`config.mk`:
```
export PLATFORM = sky130hd
export DESIGN_NAME = fbdma_seq
export DESIGN_NICKNAME = d
export VERILOG_FILES = /design/src/rtl/fbdma_pkg.sv /design/src/rtl/fbdma_regs.sv /design/src/rtl/fbdma_len.sv /design/src/rtl/fbdma_seq.sv
export SDC_FILE = /design/constraint.sdc
export NUM_CORES = 1
export LEC_CHECK = 0
export BUFFER_PORTS_ARGS = -buffer_cell sky130_fd_sc_hd__buf_4
export CAP_MARGIN = 25
export CORE_MARGIN = 2
export CORE_UTILIZATION = 65
export DETAILED_ROUTE_END_ITERATION = 8
export GPL_ROUTABILITY_DRIVEN = 0
export PLACE_DENSITY = 0.84
export SETUP_SLACK_MARGIN = 0.05
export SLEW_MARGIN = 5
export SYNTH_ARGS = -nofsm -noshare
export SYNTH_HDL_FRONTEND = slang
export SYNTH_SLANG_ARGS = --single-unit
export TNS_END_PERCENT = 5
```
`constraint.sdc`:
```
create_clock -name clk -period 10.5 [get_ports clk]
set_clock_uncertainty 0.1 [all_clocks]
set_input_delay 1.575 -clock clk [delete_from_list [all_inputs] [get_ports clk]]
set_output_delay 1.575 -clock clk [all_outputs]
set_load 0.02 [all_outputs]
```
`src/rtl/fbdma_pkg.sv`:
```
package fbdma_pkg;

    localparam int LEN_W          = 5;
    localparam int BURST_CODE_MAX = 4;

    localparam int CTRL_ALT_BIT   = 0;
    localparam int CTRL_BURST_LSB = 4;
    localparam int CTRL_WIDE_BIT  = 8;
    localparam int CTRL_MODE_LSB  = 20;

    typedef enum logic [1:0] {
        MODE_TBL_FRM  = 2'd0,
        MODE_TBL_ONLY = 2'd1,
        MODE_FRM_ONLY = 2'd2
    } ldmode_e;

    typedef enum logic [2:0] {
        SEL_CTRL  = 3'd0,
        SEL_BASE0 = 3'd1,
        SEL_CEIL0 = 3'd2,
        SEL_BASE1 = 3'd3,
        SEL_CEIL1 = 3'd4,
        SEL_TBASE = 3'd5
    } regsel_e;

    typedef enum logic [1:0] {
        ST_IDLE  = 2'd0,
        ST_LOAD  = 2'd1,
        ST_ISSUE = 2'd2,
        ST_HALT  = 2'd3
    } state_e;

endpackage

```
`src/rtl/fbdma_regs.sv`:
```
module fbdma_regs
    import fbdma_pkg::*;
#(
    parameter int AW = 32,
    parameter int DW = 32
) (
    input  logic          clk,
    input  logic          rst_n,
    input  logic          wr_en,
    input  logic [2:0]    wr_sel,
    input  logic [DW-1:0] wr_data,
    output logic          alt_en,
    output logic [2:0]    burst_code,
    output logic          tbl_wide,
    output logic [1:0]    load_mode,
    output logic [AW-1:0] base0,
    output logic [AW-1:0] ceil0,
    output logic [AW-1:0] base1,
    output logic [AW-1:0] ceil1,
    output logic [AW-1:0] tbl_base
);

    typedef struct packed {
        logic          alt;
        logic [2:0]    bcode;
        logic          wide;
        logic [1:0]    mode;
        logic [AW-1:0] b0;
        logic [AW-1:0] c0;
        logic [AW-1:0] b1;
        logic [AW-1:0] c1;
        logic [AW-1:0] tb;
    } regs_t;

    regs_t regs_d, regs_q;

    logic [2:0] new_code;
    logic [1:0] new_mode;

    assign new_code = wr_data[CTRL_BURST_LSB +: 3];
    assign new_mode = wr_data[CTRL_MODE_LSB +: 2];

    always_comb begin
        regs_d = regs_q;
        if (wr_en) begin
            case (regsel_e'(wr_sel))
                SEL_CTRL: begin
                    regs_d.alt  = wr_data[CTRL_ALT_BIT];
                    regs_d.wide = wr_data[CTRL_WIDE_BIT];
                    // illegal burst codes are dropped, the old size stays
                    if (int'(new_code) <= BURST_CODE_MAX)
                        regs_d.bcode = new_code;
                    // the reserved mode value is dropped as well
                    if (new_mode != 2'd3)
                        regs_d.mode = new_mode;
                end
                SEL_BASE0: regs_d.b0 = wr_data[AW-1:0];
                SEL_CEIL0: regs_d.c0 = wr_data[AW-1:0];
                SEL_BASE1: regs_d.b1 = wr_data[AW-1:0];
                SEL_CEIL1: regs_d.c1 = wr_data[AW-1:0];
                SEL_TBASE: regs_d.tb = wr_data[AW-1:0];
                default:   regs_d = regs_q;
            endcase
        end
    end

    always_ff @(posedge clk or negedge rst_n) begin
        if (!rst_n) regs_q <= '0;
        else        regs_q <= regs_d;
    end

    assign alt_en     = regs_q.alt;
    assign burst_code = regs_q.bcode;
    assign tbl_wide   = regs_q.wide;
    assign load_mode  = regs_q.mode;
    assign base0      = regs_q.b0;
    assign ceil0      = regs_q.c0;
    assign base1      = regs_q.b1;
    assign ceil1      = regs_q.c1;
    assign tbl_base   = regs_q.tb;

    AST_BURST_CODE_LEGAL: assert property (@(posedge clk) disable iff (!rst_n)
        wr_en && wr_sel == 3'd0 && int'(wr_data[CTRL_BURST_LSB +: 3]) > BURST_CODE_MAX
        |=> $stable(burst_code)) else $error("illegal burst code accepted");
    AST_MODE_LEGAL: assert property (@(posedge clk) disable iff (!rst_n)
        wr_en && wr_sel == 3'd0 && wr_data[CTRL_MODE_LSB +: 2] == 2'd3
        |=> $stable(load_mode)) else $error("reserved mode accepted");

endmodule

```
`src/rtl/fbdma_len.sv`:
```
module fbdma_len
    import fbdma_pkg::*;
#(
    parameter int AW     = 32,
    parameter int WB_LOG = 2
) (
    input  logic [AW-1:0]    addr,
    input  logic [AW-1:0]    ceil,
    input  logic [2:0]       code,
    output logic [LEN_W-1:0] len,
    output logic             last
);

    logic [AW-1:0]    words_left;
    logic [LEN_W-1:0] full_len;

    assign words_left = ((ceil - addr) >> WB_LOG) + AW'(1);
    assign full_len   = LEN_W'(1) << code;

    always_comb begin
        if (words_left <= AW'(full_len)) begin
            len  = words_left[LEN_W-1:0];
            last = 1'b1;
        end else begin
            len  = full_len;
            last = 1'b0;
        end
    end

endmodule

```
`src/rtl/fbdma_seq.sv`:
```
module fbdma_seq
    import fbdma_pkg::*;
#(
    parameter int AW              = 32,
    parameter int WB_LOG          = 2,
    parameter int TBL_SMALL_BYTES = 32,
    parameter int TBL_LARGE_BYTES = 512
) (
    input  logic             clk,
    input  logic             rst_n,
    input  logic             run,
    input  logic             wr_en,
    input  logic [2:0]       wr_sel,
    input  logic [31:0]      wr_data,
    output logic             rd_req,
    output logic [AW-1:0]    rd_addr,
    output logic [LEN_W-1:0] rd_len,
    input  logic             rd_gnt,
    output logic             eof0,
    output logic             eof1,
    output logic             pal_done
);

    localparam logic [AW-1:0] TBL_SMALL_SPAN = AW'(TBL_SMALL_BYTES - 1);
    localparam logic [AW-1:0] TBL_LARGE_SPAN = AW'(TBL_LARGE_BYTES - 1);

    logic          alt_en, tbl_wide;
    logic [2:0]    burst_code;
    logic [1:0]    load_mode;
    logic [AW-1:0] base0, ceil0, base1, ceil1, tbl_base;

    fbdma_regs #(.AW(AW), .DW(32)) u_regs (
        .clk        (clk),
        .rst_n      (rst_n),
        .wr_en      (wr_en),
        .wr_sel     (wr_sel),
        .wr_data    (wr_data),
        .alt_en     (alt_en),
        .burst_code (burst_code),
        .tbl_wide   (tbl_wide),
        .load_mode  (load_mode),
        .base0      (base0),
        .ceil0      (ceil0),
        .base1      (base1),
        .ceil1      (ceil1),
        .tbl_base   (tbl_base)
    );

    typedef struct packed {
        state_e        st;
        logic          tbl;
        logic          buf_sel;
        logic [1:0]    mode;
        logic [2:0]    bcode;
        logic [AW-1:0] addr;
        logic [AW-1:0] ceil;
        logic          ev0;
        logic          ev1;
        logic          evt;
    } seq_t;

    seq_t s_d, s_q;

    logic [LEN_W-1:0] cur_len;
    logic             cur_last;

    fbdma_len #(.AW(AW), .WB_LOG(WB_LOG)) u_len (
        .addr (s_q.addr),
        .ceil (s_q.ceil),
        .code (s_q.bcode),
        .len  (cur_len),
        .last (cur_last)
    );

    always_comb begin
        s_d     = s_q;
        s_d.ev0 = 1'b0;
        s_d.ev1 = 1'b0;
        s_d.evt = 1'b0;
        case (s_q.st)
            ST_IDLE: begin
                if (run) begin
                    s_d.buf_sel = 1'b0;
                    s_d.mode    = load_mode;
                    if (load_mode != MODE_FRM_ONLY) begin
                        s_d.tbl   = 1'b1;
                        s_d.bcode = burst_code;
                        s_d.addr  = tbl_base;
                        s_d.ceil  = tbl_base + (tbl_wide ? TBL_LARGE_SPAN : TBL_SMALL_SPAN);
                        s_d.st    = ST_ISSUE;
                    end else begin
                        s_d.st = ST_LOAD;
                    end
                end
            end
            ST_LOAD: begin
                if (!run) begin
                    s_d.st = ST_IDLE;
                end else begin
                    s_d.tbl   = 1'b0;
                    s_d.bcode = burst_code;
                    s_d.addr  = s_q.buf_sel ? base1 : base0;
                    s_d.ceil  = s_q.buf_sel ? ceil1 : ceil0;
                    s_d.st    = ST_ISSUE;
                end
            end
            ST_ISSUE: begin
                if (rd_gnt) begin
                    if (!cur_last) begin
                        s_d.addr = s_q.addr + (AW'(cur_len) << WB_LOG);
                    end else if (s_q.tbl) begin
                        s_d.evt     = 1'b1;
                        s_d.buf_sel = 1'b0;
                        s_d.st      = (s_q.mode == MODE_TBL_ONLY) ? ST_HALT : ST_LOAD;
                    end else begin
                        s_d.ev0     = ~s_q.buf_sel;
                        s_d.ev1     = s_q.buf_sel;
                        s_d.buf_sel = alt_en ? ~s_q.buf_sel : 1'b0;
                        s_d.st      = ST_LOAD;
                    end
                    if (!run) s_d.st = ST_IDLE;
                end
            end
            ST_HALT: begin
                if (!run) s_d.st = ST_IDLE;
            end
            default: s_d.st = ST_IDLE;
        endcase
    end

    always_ff @(posedge clk or negedge rst_n) begin
        if (!rst_n) begin
            s_q    <= '0;
            s_q.st <= ST_IDLE;
        end else begin
            s_q <= s_d;
        end
    end

    assign rd_req   = (s_q.st == ST_ISSUE);
    assign rd_addr  = s_q.addr;
    assign rd_len   = cur_len;
    assign eof0     = s_q.ev0;
    assign eof1     = s_q.ev1;
    assign pal_done = s_q.evt;

    logic [AW:0] burst_end;
    assign burst_end = {1'b0, rd_addr} + ((AW+1)'(rd_len) << WB_LOG) - (AW+1)'(1);

    AST_REQ_HOLD: assert property (@(posedge clk) disable iff (!rst_n)
        rd_req && !rd_gnt |=> rd_req && $stable(rd_addr) && $stable(rd_len))
        else $error("request changed before grant");
    AST_LEN_RANGE: assert property (@(posedge clk) disable iff (!rst_n)
        rd_req |-> rd_len != '0 && rd_len <= (LEN_W'(1) << s_q.bcode))
        else $error("burst length out of range");
    AST_NO_OVERRUN: assert property (@(posedge clk) disable iff (!rst_n)
        rd_req |-> burst_end <= {1'b0, s_q.ceil})
        else $error("burst passes ceiling");
    AST_EVT_EXCL: assert property (@(posedge clk) disable iff (!rst_n)
        $onehot0({eof0, eof1, pal_done}))
        else $error("two events at once");
    AST_EVT_PULSE: assert property (@(posedge clk) disable iff (!rst_n)
        (eof0 || eof1) |=> !eof0 && !eof1)
        else $error("frame event longer than one cycle");
    AST_STOP_QUIET: assert property (@(posedge clk) disable iff (!rst_n)
        !run && !rd_req |=> !rd_req)
        else $error("request after stop");

endmodule

```
==> summary.log, run 1 <==
INFO  status         status=finished clean
INFO  power_and_ir_drop power_frac_comb=60.4%
INFO  power_and_ir_drop power.total=5.84mW
INFO  power_and_ir_drop power_per_cell_area=348mW/mm²
INFO  sta            post-route-worst-setup-slack=2.31ns
INFO  hold_path      hp-class=reg2reg
INFO  floorplanning  core_region_area=0.0233mm²
INFO  power_and_ir_drop peakVddDrop=165µV
INFO  clocking       clk_path_buf_depth=3
INFO  global_route   grt_first_pass_wirelength=65300µm
INFO  route          antenna_left=0
INFO  yosys          syn-num-nets=1652
INFO  sta            finalSetupViolations=0
INFO  clocking       cts_tree=yes
INFO  power_and_ir_drop pwr-share-clk=15.2%
INFO  worst_setup_path cp_data_required_time=10.80ns
INFO  sta            grt_setup_unrepaired=no
INFO  yosys          synth_area_per_cell=9.86µm²
INFO  route          vias=12500
INFO  sta            finalCriticalPeriod=8.19ns
INFO  yosys          synth_enable_flop_cells=0
INFO  finish         layoutNonFillerInstCount=1911
INFO  clocking       clk_transition_reported_paths=0.06ns
INFO  power_and_ir_drop cellLeakagePower=7.14nW
INFO  clocking       tritoncts_buffer_count=25
INFO  global_route   grt_pass1_vias=12100
INFO  global_route   maximum_number_of_pins_on_one_net_before_global_route_repair=119
INFO  run            max-cap-violations=0
INFO  route          routed_wirelength=40900µm
INFO  yosys          synthCells=1559
INFO  finish         area_delta_synth_final=9.29%
INFO  sta            finalHoldViolCount=0
INFO  yosys          ys_top_cells_by_count=243 x sky130_fd_sc_hd__dfrtp_1, 164 x sky130_fd_sc_hd__mux2_2, 132 x sky130_fd_sc_hd__nand2_1, 110 x sky130_fd_sc_hd__nor2_1, 95 x sky130_fd_sc_hd__mux2i_1
INFO  floorplanning  die_y=158µm
INFO  finish         final_net_count=1667
INFO  yosys          synth_sequential_area_ratio=39.6%
INFO  clocking       root_buffer=sky130_fd_sc_hd__clkbuf_16
INFO  sta            final.period_utilization=78.0%
INFO  yosys          most_instantiated_library_cell_after_synthesis=sky130_fd_sc_hd__dfrtp_1
INFO  floorplanning  io_count=81
INFO  floorplanning  dieWidth=158µm
INFO  floorplanning  std_cell_rows=56
INFO  sta            worst-slew-pin-transition=0.891ns
INFO  worst_setup_path worst_ep_arrival_time=8.49ns
INFO  yosys          yosys_warnings=0
INFO  global_route   track_usage=33.5%
INFO  route          drc=0
INFO  clocking       worst_skew_pair.late_latency=0.52ns
INFO  route          route.detailed.wl_per_inst=21.4µm
INFO  power_and_ir_drop internal_power=3.09mW
INFO  sta            timing.max_slew.rel_slack=40.6%
INFO  yosys          post_synth_main_area_contributors=sky130_fd_sc_hd__dfrtp_1 40%, sky130_fd_sc_hd__mux2_2 12%, sky130_fd_sc_hd__mux2i_1 6.2%, sky130_fd_sc_hd__ha_1 4.2%, sky130_fd_sc_hd__xnor2_1 3.2%
INFO  worst_setup_path origin_of_the_worst_setup_path=rd_addr[3]$_DFFE_PN0P_
INFO  power_and_ir_drop switching_share=47.1%
INFO  clocking       post_cts_buffers=0
INFO  clocking       postCtsHoldBufs=0
INFO  yosys          synth_largest_area_cell=sky130_fd_sc_hd__dfrtp_1
INFO  placed_design  port_buffers=80
INFO  finish         antenna_cells_inserted=0
INFO  worst_setup_path startpoint_of_the_worst_register_to_register_path=rd_addr[3]$_DFFE_PN0P_
INFO  route          firstDrtPassIters=8
INFO  worst_setup_path endpoint_type_of_the_worst_setup_path=flop
INFO  global_route   grt_remaining_overflow=0
INFO  route          drt_iter0_drc=1189
INFO  yosys          syn_area=0.0154mm²
INFO  power_and_ir_drop switchingPower=2.75mW
INFO  power_and_ir_drop seq_power_share=24.4%
INFO  clocking       htree_levels=1
INFO  placed_design  placed_cells_incl_taps=1866
INFO  worst_setup_path timing.reg2reg.setup_slack=2.31ns
INFO  route          route.detailed.vias_per_inst=6.55
INFO  yosys          yosys_register_bits=243
INFO  yosys          postSynth.topFlopCell=sky130_fd_sc_hd__dfrtp_1
INFO  global_route   antenna_violations_before_repair=1
INFO  finish         finalCoreUtilization=72.0%
INFO  sta            totalNegativeSetupSlack=0ns
INFO  clocking       clock_sinks=243
INFO  sta            drv_slew=0
INFO  yosys          asyncSetResetFlopFracSynth=100%
INFO  finish         drive_gt1_share=21.1%
INFO  placed_design  detailedPlace.worstSlack=2.49ns
INFO  sta            clock.fmax=122MHz
INFO  floorplanning  initial_util=65.9%
INFO  worst_setup_path slowest_cell_on_the_critical_path=sky130_fd_sc_hd__a221oi_1
INFO  worst_setup_path timing.critical_path.to=rd_addr[31]$_DFFE_PN0P_
INFO  worst_setup_path setup.worst_path.start_class=flop
INFO  worst_setup_path crit_fanout=9
INFO  floorplanning  design.die.area=0.0249mm²
INFO  worst_setup_path crit-reg2reg-capture=rd_addr[31]$_DFFE_PN0P_
INFO  worst_setup_path worst_path_largest_cell_delay=0.62ns
INFO  yosys          synth.distinct_cells=93
INFO  yosys          synthDominantCellAreaShare=39.6%
INFO  worst_setup_path worst_r2r_path_depth=29
INFO  worst_setup_path path_class=reg2reg
INFO  placed_design  hpwl=29200µm
INFO  clocking       cts_resized=0
## registers in the layout (all words and copies together) (netlist names)
| signal | cells |
|---|---|
| eof0 | 1 |
| eof1 | 1 |
| pal_done | 1 |
| rd_addr | 32 |
| s_q | 41 |
| u_regs.alt_en | 1 |
| u_regs.base0 | 32 |
| u_regs.base1 | 32 |
| u_regs.burst_code | 3 |
| u_regs.ceil0 | 32 |
| u_regs.ceil1 | 32 |
| u_regs.load_mode | 2 |
| u_regs.tbl_base | 32 |
| u_regs.tbl_wide | 1 |
## cells in the final DEF, fill, tap and decap left out, types with 25 or more instances in the layout
cell type / synthesis / layout
sky130_fd_sc_hd__a21oi_1: 82 / 81
sky130_fd_sc_hd__buf_4: 32 / 94
sky130_fd_sc_hd__clkbuf_16: 0 / 25
sky130_fd_sc_hd__dfrtp_1: 243 / 242
sky130_fd_sc_hd__ha_1: 52 / 52
sky130_fd_sc_hd__inv_1: 47 / 47
sky130_fd_sc_hd__mux2_2: 164 / 164
sky130_fd_sc_hd__mux2i_1: 95 / 95
sky130_fd_sc_hd__nand2_1: 132 / 132
sky130_fd_sc_hd__nand3_1: 34 / 34
sky130_fd_sc_hd__nor2_1: 110 / 109
sky130_fd_sc_hd__o21ai_0: 76 / 76
sky130_fd_sc_hd__xnor2_1: 57 / 57
sky130_fd_sc_hd__xor2_1: 28 / 28
## power by group through the flow
stage | clock network [mW] | logic, mW | registers, mW
floorplan | 0 | 2.71 | 1.34
global placement | 0 | 3.32 | 1.41
detailed placement | 0 | 3.42 | 1.43
CTS | 0.889 | 3.45 | 1.42
global route | 0.928 | 3.87 | 1.45
finish | 0.885 | 3.53 | 1.42
## worst max-delay path: cells and delay by family (launching register included)
kind,cells,cell delay (ns)
buf+inv,1,0.08
fa+ha+maj,3,1.05
xor+xnor,3,0.69
compound gates,12,2.59
simple gates,10,3.14
flops,1,0.42
## area by class of cell
| class | count | area, µm² |
|---|---|---|
| Tap cell | 319 | 399 |
| Multi-Input combinational cell | 1159 | 8560 |
| Inverter | 49 | 184 |
| Sequential cell | 243 | 6080 |
| Clock buffer | 39 | 758 |
| Timing Repair Buffer | 96 | 741 |
| Clock inverter | 6 | 67.6 |
| Fill cell | 1586 | 6540 |
## metal layers
layer | routed length [µm] | part of all wire [%] | vias to the layer above | global-route usage (%)
met5 | 13 | 0.032 | - | 0
met4 | 1460 | 3.6 | 2 | 11.4
met3 | 3560 | 8.7 | 108 | 5.97
met2 | 18300 | 45 | 629 | 52.0
met1 | 17500 | 43 | 6116 | 47.8
li1 | - | - | 5668 | -
## how the worst min path moves through the flow
stage	endpoint	depth (start not counted)	slack [ns]	start
6_report	s_q[5]$_DFFE_PN0P_	2	0.39	s_q[5]$_DFFE_PN0P_
5_1_grt	u_regs.ceil1[24]$_DFFE_PN0P_	1	0.42	u_regs.ceil1[24]$_DFFE_PN0P_
4_1_cts	s_q[5]$_DFFE_PN0P_	2	0.39	s_q[5]$_DFFE_PN0P_
3_5_place_dp	s_q[5]$_DFFE_PN0P_	2	0.38	s_q[5]$_DFFE_PN0P_
3_3_place_gp	s_q[28]$_DFFE_PN0P_	2	0.37	s_q[28]$_DFFE_PN0P_
2_1_floorplan	s_q[10]$_DFFE_PN0P_	2	0.35	s_q[10]$_DFFE_PN0P_
## kinds of logic (layout without fill, tap and decap cells)
family	Yosys count	count (layout)	synth area share [%]
AND/OR/NAND/NOR	429	429	14.1
AO/OA/AOI/OAI	330	330	13.8
flip-flops	243	243	39.6
buffers and inverters	157	190	4.83
adder cells (fa/ha/maj)	53	53	4.36
multiplexers	262	262	18.5
XOR/XNOR	85	85	4.84
## per-stage QoR
step / hold WS, ns / cell area [µm²]
2_1_floorplan: 0.354 / 15400
3_3_place_gp: 0.367 / 15900
3_5_place_dp: 0.380 / 16000
4_1_cts: 0.393 / 16800
5_1_grt: 0.418 / 16800
6_report: 0.390 / 16800
Note: power is estimated with default switching activity, not from simulation.
==> run 2: changes to the inputs <==
--- a/config.mk
+++ b/config.mk
@@ -8,10 +8,10 @@
 export BUFFER_PORTS_ARGS = -buffer_cell sky130_fd_sc_hd__buf_4
 export CAP_MARGIN = 25
 export CORE_MARGIN = 2
-export CORE_UTILIZATION = 65
+export CORE_UTILIZATION = 62
 export DETAILED_ROUTE_END_ITERATION = 8
 export GPL_ROUTABILITY_DRIVEN = 0
-export PLACE_DENSITY = 0.84
+export PLACE_DENSITY = 0.81
 export SETUP_SLACK_MARGIN = 0.05
 export SLEW_MARGIN = 5
 export SYNTH_ARGS = -nofsm -noshare
==> constraint.sdc (replaced) <==
create_clock -name clk -period 8.6 [get_ports clk]
set_clock_uncertainty 0.1 [all_clocks]
set_input_delay 1.29 -clock clk [delete_from_list [all_inputs] [get_ports clk]]
set_output_delay 1.29 -clock clk [all_outputs]
set_load 0.02 [all_outputs]
==> run 2 against run 1 <==
Combinational power increased by 22%. Wire length decreased by 1.7%. Critical path depth decreased by 1. Non-clock buffer count decreased by 2. Final cell count increased by 0.10%. First-iteration DRC count decreased by 7.5%. Hold slack got worse by 0.0050 ns. Sequential power increased by 23%. Total power increased by 22%. Sequential share of layout area about the same. Setup slack got worse by 1.7 ns. Clock-buffer cell count decreased by 1. Critical path type unchanged. Critical endpoint unchanged. Largest cell class unchanged.
==> summary.log, run 2 (synthesized netlist as in run 1, its figures left out) <==
INFO  worst_setup_path worst_ep_arrival_time=8.34ns
INFO  route          firstDrtPassIters=6
INFO  sta            worst-slew-pin-transition=1.04ns
INFO  finish         most-common-layout-cells=242 x sky130_fd_sc_hd__dfrtp_1, 164 x sky130_fd_sc_hd__mux2_2, 132 x sky130_fd_sc_hd__nand2_1
INFO  global_route   grt_first_pass_wirelength=63900µm
INFO  clocking       clk_transition_reported_paths=0.07ns
INFO  hold_path      hp-class=reg2reg
INFO  finish         finalCoreUtilization=69.1%
INFO  run            max-cap-violations=0
INFO  worst_setup_path path_class=reg2reg
INFO  placed_design  port_buffers=80
INFO  global_route   antenna_violations_before_repair=1
INFO  sta            timing.max_slew.rel_slack=30.6%
INFO  sta            grt_setup_unrepaired=no
INFO  sta            drv_slew=0
INFO  floorplanning  design.die.area=0.0261mm²
INFO  global_route   grt_remaining_overflow=0
INFO  route          antenna_left=0
INFO  power_and_ir_drop power_per_cell_area=425mW/mm²
INFO  worst_setup_path setup.worst_path.start_class=flop
INFO  route          vias=12300
INFO  clocking       htree_levels=1
INFO  sta            totalNegativeSetupSlack=0ns
INFO  sta            final.hold.worst_slack=0.385ns
INFO  clocking       clock_sinks=243
INFO  sta            final.period_utilization=93.5%
INFO  clocking       cts_tree=yes
INFO  floorplanning  std_cell_rows=57
INFO  finish         final_area=0.0168mm²
INFO  placed_design  detailedPlace.worstSlack=0.604ns
INFO  clocking       clk_path_buf_depth=3
INFO  worst_setup_path cp_data_required_time=8.90ns
INFO  floorplanning  io_count=81
INFO  global_route   track_usage=30.7%
INFO  sta            post-route-worst-setup-slack=0.563ns
INFO  sta            clock.fmax=124MHz
INFO  floorplanning  core_region_area=0.0243mm²
INFO  finish         antenna_cells_inserted=0
INFO  sta            finalHoldViolCount=0
INFO  global_route   grt_pass1_vias=11900
INFO  route          drc=0
INFO  worst_setup_path worst_path_largest_cell_delay=0.64ns
INFO  route          route.detailed.vias_per_inst=6.44
INFO  finish         fillCellCount=1801
INFO  power_and_ir_drop cellLeakagePower=7.13nW
INFO  finish         seq_area=0.00608mm²
INFO  finish         largest_register_ff_count=41
INFO  finish         drive_gt1_share=21.1%
INFO  worst_setup_path slowest_cell_on_the_critical_path=sky130_fd_sc_hd__or4b_4
INFO  clocking       tritoncts_buffer_count=25
INFO  finish         largest_register=s_q
INFO  clocking       root_buffer=sky130_fd_sc_hd__clkbuf_16
INFO  clocking       postCtsHoldBufs=0
INFO  floorplanning  dieWidth=161µm
INFO  floorplanning  die_y=161µm
INFO  worst_setup_path endpoint_type_of_the_worst_setup_path=flop
INFO  route          routed_wirelength=40200µm
INFO  placed_design  dpl_cell_area=0.0160mm²
INFO  finish         final_net_count=1665
INFO  power_and_ir_drop peakVddDrop=213µV
INFO  route          route.detailed.wl_per_inst=21.0µm
INFO  status         status=finished clean
INFO  route          drt_iter0_drc=1100
INFO  clocking       cts_resized=0
INFO  clocking       post_cts_buffers=0
INFO  finish         mostFrequentLayoutCell=sky130_fd_sc_hd__dfrtp_1
INFO  clocking       worst_skew_pair.late_latency=0.52ns
INFO  global_route   maximum_number_of_pins_on_one_net_before_global_route_repair=133
INFO  sta            finalSetupViolations=0
INFO  finish         area_delta_synth_final=9.33%
INFO  worst_setup_path crit_fanout=13
INFO  finish         multiInputGateArea=0.00858mm²
INFO  placed_design  hpwl=29300µm
INFO  sta            finalCriticalPeriod=8.04ns
INFO  floorplanning  initial_util=63.2%
-- run 2: cell type report --
| type | instances | area share [%] |
|---|---|---|
| Clock buffer | 38 | 4.49 |
| Clock inverter | 6 | 0.417 |
| Inverter | 49 | 1.09 |
| Multi-Input combinational cell | 1159 | 51.1 |
| Sequential cell | 243 | 36.2 |
| Tap cell | 324 | 2.41 |
| Timing Repair Buffer | 94 | 4.32 |
-- run 2: through the flow --
step                      instances  power, mW
after detailed placement       1869       5.92
after global routing           1913       7.62
final                          1913       7.14
after floorplan                1559       4.96
after CTS                      1913       7.02
after global placement         1869       5.78
-- run 2: layer usage --
layer	GRT usage [%]	routed length, µm
met1	44.5	17300
met2	47.4	18000
met3	4.47	3460
met4	11.2	1440
met5	0	13
-- run 2: power breakdown --
group / total, mW / switching, mW / internal (mW) / leakage [nW]
sequential: 1.74 / 0.279 / 1.46 / 2.99
clock: 1.08 / 0.442 / 0.635 / 0.406
combinational: 4.32 / 2.65 / 1.68 / 3.73
total: 7.14 / 3.37 / 3.77 / 7.13
-- run 2: worst paths after layout --
| kind | startpoint | to | slack (ns) | depth (start not counted) |
|---|---|---|---|---|
| worst min register to register | s_q[27]$_DFFE_PN0P_ | s_q[27]$_DFFE_PN0P_ | 0.38 | 2 |
| max in group asynchronous | rst_n | u_regs.ceil1[25]$_DFFE_PN0P_ | 6.49 | 2 |
| worst max register to register | rd_addr[8]$_DFFE_PN0P_ | rd_addr[31]$_DFFE_PN0P_ | 0.56 | 28 |
| min in group asynchronous | rst_n | u_regs.base0[8]$_DFFE_PN0P_ | 0.75 | 1 |
| worst max-delay path | rd_addr[8]$_DFFE_PN0P_ | rd_addr[31]$_DFFE_PN0P_ | 0.56 | 28 |
| worst min-delay path | s_q[27]$_DFFE_PN0P_ | s_q[27]$_DFFE_PN0P_ | 0.38 | 2 |
-- run 2: critical path: cells and delay by family (launching register included) --
kind / cells / cell delay (ns)
simple gates: 12 / 3.89
compound gates: 12 / 2.55
fa+ha+maj: 2 / 0.72
flops: 1 / 0.42
xor+xnor: 1 / 0.15
buf+inv: 1 / 0.08
==> run 3: changes to the inputs <==
--- a/config.mk
+++ b/config.mk
@@ -16,5 +16,6 @@
 export SLEW_MARGIN = 5
 export SYNTH_ARGS = -nofsm -noshare
 export SYNTH_HDL_FRONTEND = slang
+export SYNTH_HIERARCHICAL = 1
 export SYNTH_SLANG_ARGS = --single-unit
 export TNS_END_PERCENT = 5
==> constraint.sdc (replaced) <==
create_clock -name clk -period 7.53 [get_ports clk]
set_clock_uncertainty 0.1 [all_clocks]
set_input_delay 1.1295 -clock clk [delete_from_list [all_inputs] [get_ports clk]]
set_output_delay 1.1295 -clock clk [all_outputs]
set_load 0.02 [all_outputs]
==> run 3 against run 2 <==
Highest routed layer is now met4. Synthesized area is 0.81% lower. Critical path depth up 2. Utilization decreased by 0.41 points. Synthesized cell count decreased by 0.38%. Total power is 9.4% higher. Critical path type unchanged. Flip-flop and latch count stayed put.
==> summary.log, run 3 <==
INFO  yosys          syn_area=0.0152mm²
INFO  worst_setup_path worst_ep_arrival_time=7.31ns
INFO  yosys          post_synth_main_area_contributors=sky130_fd_sc_hd__dfrtp_1 40%, sky130_fd_sc_hd__mux2_2 8.1%, sky130_fd_sc_hd__mux2_1 4.6%, sky130_fd_sc_hd__mux2i_1 4.4%, sky130_fd_sc_hd__ha_1 4.3%
INFO  global_route   grt_first_pass_wirelength=64000µm
INFO  worst_setup_path setup.worst_path.start_class=flop
INFO  clocking       postCtsHoldBufs=0
INFO  power_and_ir_drop cellLeakagePower=6.99nW
INFO  global_route   grt_pass1_vias=11800
INFO  finish         most-common-layout-cells=242 x sky130_fd_sc_hd__dfrtp_1, 110 x sky130_fd_sc_hd__mux2_2, 106 x sky130_fd_sc_hd__a21oi_1
INFO  finish         largest_register=s_q
INFO  yosys          ys_top_cells_by_count=243 x sky130_fd_sc_hd__dfrtp_1, 110 x sky130_fd_sc_hd__mux2_2, 106 x sky130_fd_sc_hd__a21oi_1, 104 x sky130_fd_sc_hd__nand2_1, 103 x sky130_fd_sc_hd__nor2_1
INFO  worst_setup_path timing.reg2reg.setup_slack=0.48ns
INFO  yosys          synthDominantCellAreaShare=39.9%
INFO  route          antenna_left=0
INFO  placed_design  placed_cells_incl_taps=1864
INFO  sta            clock.fmax=142MHz
INFO  yosys          most_instantiated_library_cell_after_synthesis=sky130_fd_sc_hd__dfrtp_1
INFO  worst_setup_path slowest_cell_on_the_critical_path=sky130_fd_sc_hd__a2111o_1
INFO  finish         largest_register_ff_count=41
INFO  placed_design  port_buffers=80
INFO  clocking       cts_tree=yes
INFO  worst_setup_path cp_data_required_time=7.80ns
INFO  clocking       clock_sinks=243
INFO  worst_setup_path crit_family=compound AO/OA/AOI/OAI gates
INFO  worst_setup_path cp.buffers_inverters=5
INFO  yosys          synth_sequential_area_ratio=39.9%
INFO  yosys          synth_enable_flop_cells=0
INFO  yosys          yosys_warnings=6
INFO  sta            finalCriticalPeriod=7.05ns
INFO  power_and_ir_drop power.total=7.81mW
INFO  floorplanning  initial_util=62.9%
INFO  clocking       cts_resized=0
INFO  global_route   track_usage=31.1%
INFO  placed_design  dpl_cell_area=0.0158mm²
INFO  placed_design  detailedPlace.worstSlack=0.478ns
INFO  yosys          synth.distinct_cells=92
INFO  finish         finalCoreUtilization=68.7%
INFO  sta            worst-slew-pin-transition=1.06ns
INFO  sta            timing.max_slew.rel_slack=29.3%
INFO  finish         layoutNonFillerInstCount=1905
INFO  finish         final_area=0.0167mm²
INFO  sta            final.hold.worst_slack=0.382ns
INFO  global_route   grt_remaining_overflow=0
INFO  finish         fillCellCount=1853
INFO  route          route.detailed.vias_per_inst=6.50
INFO  clocking       worst_skew_pair.late_latency=0.52ns
INFO  yosys          synth_compound_area_share=16.0%
INFO  floorplanning  dieWidth=161µm
INFO  placed_design  hpwl=28600µm
INFO  sta            totalNegativeSetupSlack=0ns
INFO  floorplanning  design.die.area=0.0259mm²
INFO  sta            grt_setup_unrepaired=no
INFO  worst_setup_path worst_path_largest_cell_delay=0.52ns
INFO  route          routed_wirelength=40400µm
INFO  yosys          post_synth_mux_area_share=17.1%
INFO  worst_setup_path startpoint_of_the_worst_register_to_register_path=rd_addr[2]$_DFFE_PN0P_
INFO  clocking       htree_levels=1
INFO  yosys          yosys_register_bits=243
INFO  yosys          synth_xor_xnor_area_share=3.50%
INFO  route          vias=12400
INFO  floorplanning  io_count=81
INFO  worst_setup_path timing.critical_path.to=rd_addr[24]$_DFFE_PN0P_
INFO  yosys          synth_largest_area_cell=sky130_fd_sc_hd__dfrtp_1
INFO  clocking       clk_transition_reported_paths=0.06ns
INFO  global_route   antenna_violations_before_repair=0
INFO  worst_setup_path worst_r2r_path_depth=30
INFO  worst_setup_path path_depth=30
INFO  yosys          synthCells=1553
INFO  sta            post-route-worst-setup-slack=0.484ns
INFO  worst_setup_path origin_of_the_worst_setup_path=rd_addr[2]$_DFFE_PN0P_
INFO  sta            final.period_utilization=93.6%
INFO  yosys          yosys.area_share.simple=13.4%
INFO  run            max-cap-violations=0
INFO  route          drc=0
INFO  finish         final_net_count=1660
INFO  worst_setup_path endpoint_type_of_the_worst_setup_path=flop
INFO  finish         antenna_cells_inserted=0
INFO  route          drt_iter0_drc=1302
INFO  yosys          asyncSetResetFlopFracSynth=100%
INFO  worst_setup_path crit-reg2reg-capture=rd_addr[24]$_DFFE_PN0P_
INFO  yosys          synth_top_family_by_area=multiplexers
INFO  clocking       post_cts_buffers=0
INFO  global_route   maximum_number_of_pins_on_one_net_before_global_route_repair=192
INFO  finish         area_delta_synth_final=9.25%
INFO  finish         drive_gt1_share=18.2%
INFO  floorplanning  core_region_area=0.0242mm²
INFO  worst_setup_path path_class=reg2reg
INFO  power_and_ir_drop peakVddDrop=268µV
INFO  status         status=finished clean
INFO  worst_setup_path crit_fanout=9
INFO  floorplanning  die_y=161µm
INFO  finish         mostFrequentLayoutCell=sky130_fd_sc_hd__dfrtp_1
INFO  yosys          postSynth.topFlopCell=sky130_fd_sc_hd__dfrtp_1
INFO  yosys          synth_adder_area_share=4.40%
INFO  yosys          synth_area_per_cell=9.82µm²
INFO  floorplanning  std_cell_rows=57
INFO  hold_path      hp-class=reg2reg
INFO  yosys          syn-num-nets=1646
INFO  clocking       clk_path_buf_depth=3
INFO  power_and_ir_drop power_per_cell_area=469mW/mm²
INFO  route          firstDrtPassIters=5
INFO  sta            finalSetupViolations=0
INFO  sta            finalHoldViolCount=0
INFO  clocking       root_buffer=sky130_fd_sc_hd__clkbuf_16
INFO  sta            drv_slew=0
INFO  clocking       tritoncts_buffer_count=25
INFO  route          route.detailed.wl_per_inst=21.2µm
## run 3: worst min-delay path by stage
stage / cells after the start / to / start / slack (ns)
3_5_place_dp: 1 / u_regs/ceil1[9]$_DFFE_PN0P_ / u_regs/ceil1[9]$_DFFE_PN0P_ / 0.37
6_report: 1 / u_regs/ceil1[5]$_DFFE_PN0P_ / u_regs/ceil1[5]$_DFFE_PN0P_ / 0.38
4_1_cts: 1 / u_regs/ceil1[9]$_DFFE_PN0P_ / u_regs/ceil1[9]$_DFFE_PN0P_ / 0.38
2_1_floorplan: 2 / s_q[3]$_DFFE_PN0P_ / s_q[3]$_DFFE_PN0P_ / 0.34
3_3_place_gp: 2 / s_q[3]$_DFFE_PN0P_ / s_q[3]$_DFFE_PN0P_ / 0.36
5_1_grt: 1 / u_regs/ceil0[25]$_DFFE_PN0P_ / u_regs/ceil0[25]$_DFFE_PN0P_ / 0.40
## run 3: cell families (layout without fill, tap and decap cells)
group                    count (synthesis)  after routing
XOR/XNOR                                61             61
AO/OA/AOI/OAI                          375            375
adder cells (fa/ha/maj)                 53             53
AND/OR/NAND/NOR                        400            400
flip-flops                             243            243
buffers and inverters                  182            210
multiplexers                           239            239
## run 3: report_power, final
part	internal, mW	switching, mW
Clock	0.716	0.505
Combinational	1.80	2.71
Sequential	1.66	0.405
## run 3: layout make-up
cell class | instances | area (µm²) | share of cell area (%)
multi-input combinational | 1128 | 8340 | 50.1
sequential | 243 | 6080 | 36.5
timing repair buffer | 98 | 756 | 4.54
clock buffer | 32 | 692 | 4.15
tap | 324 | 405 | 2.43
inverter | 71 | 267 | 1.60
clock inverter | 9 | 110 | 0.661
## run 3: per-layer routing
| layer | GRT usage (%) | up-vias | routed length (µm) |
|---|---|---|---|
| met5 | 0 | - | 0 |
| met2 | 46.3 | 610 | 17700 |
| li1 | - | 5638 | - |
| met1 | 46.6 | 6062 | 17900 |
| met4 | 8.60 | 0 | 1040 |
| met3 | 6.10 | 78 | 3750 |
## run 3: worst reg2reg max path, delay by kind of cell (launching register included)
kind,cells,cell delay [ns]
AOI/OAI and AO/OA,10,2.07
xor gates and xnor gates,2,0.31
adders and majority gates,5,1.53
buffers and inverters,5,0.47
DFF,1,0.40
muxes,1,0.28
and+or+nand+nor,7,1.72
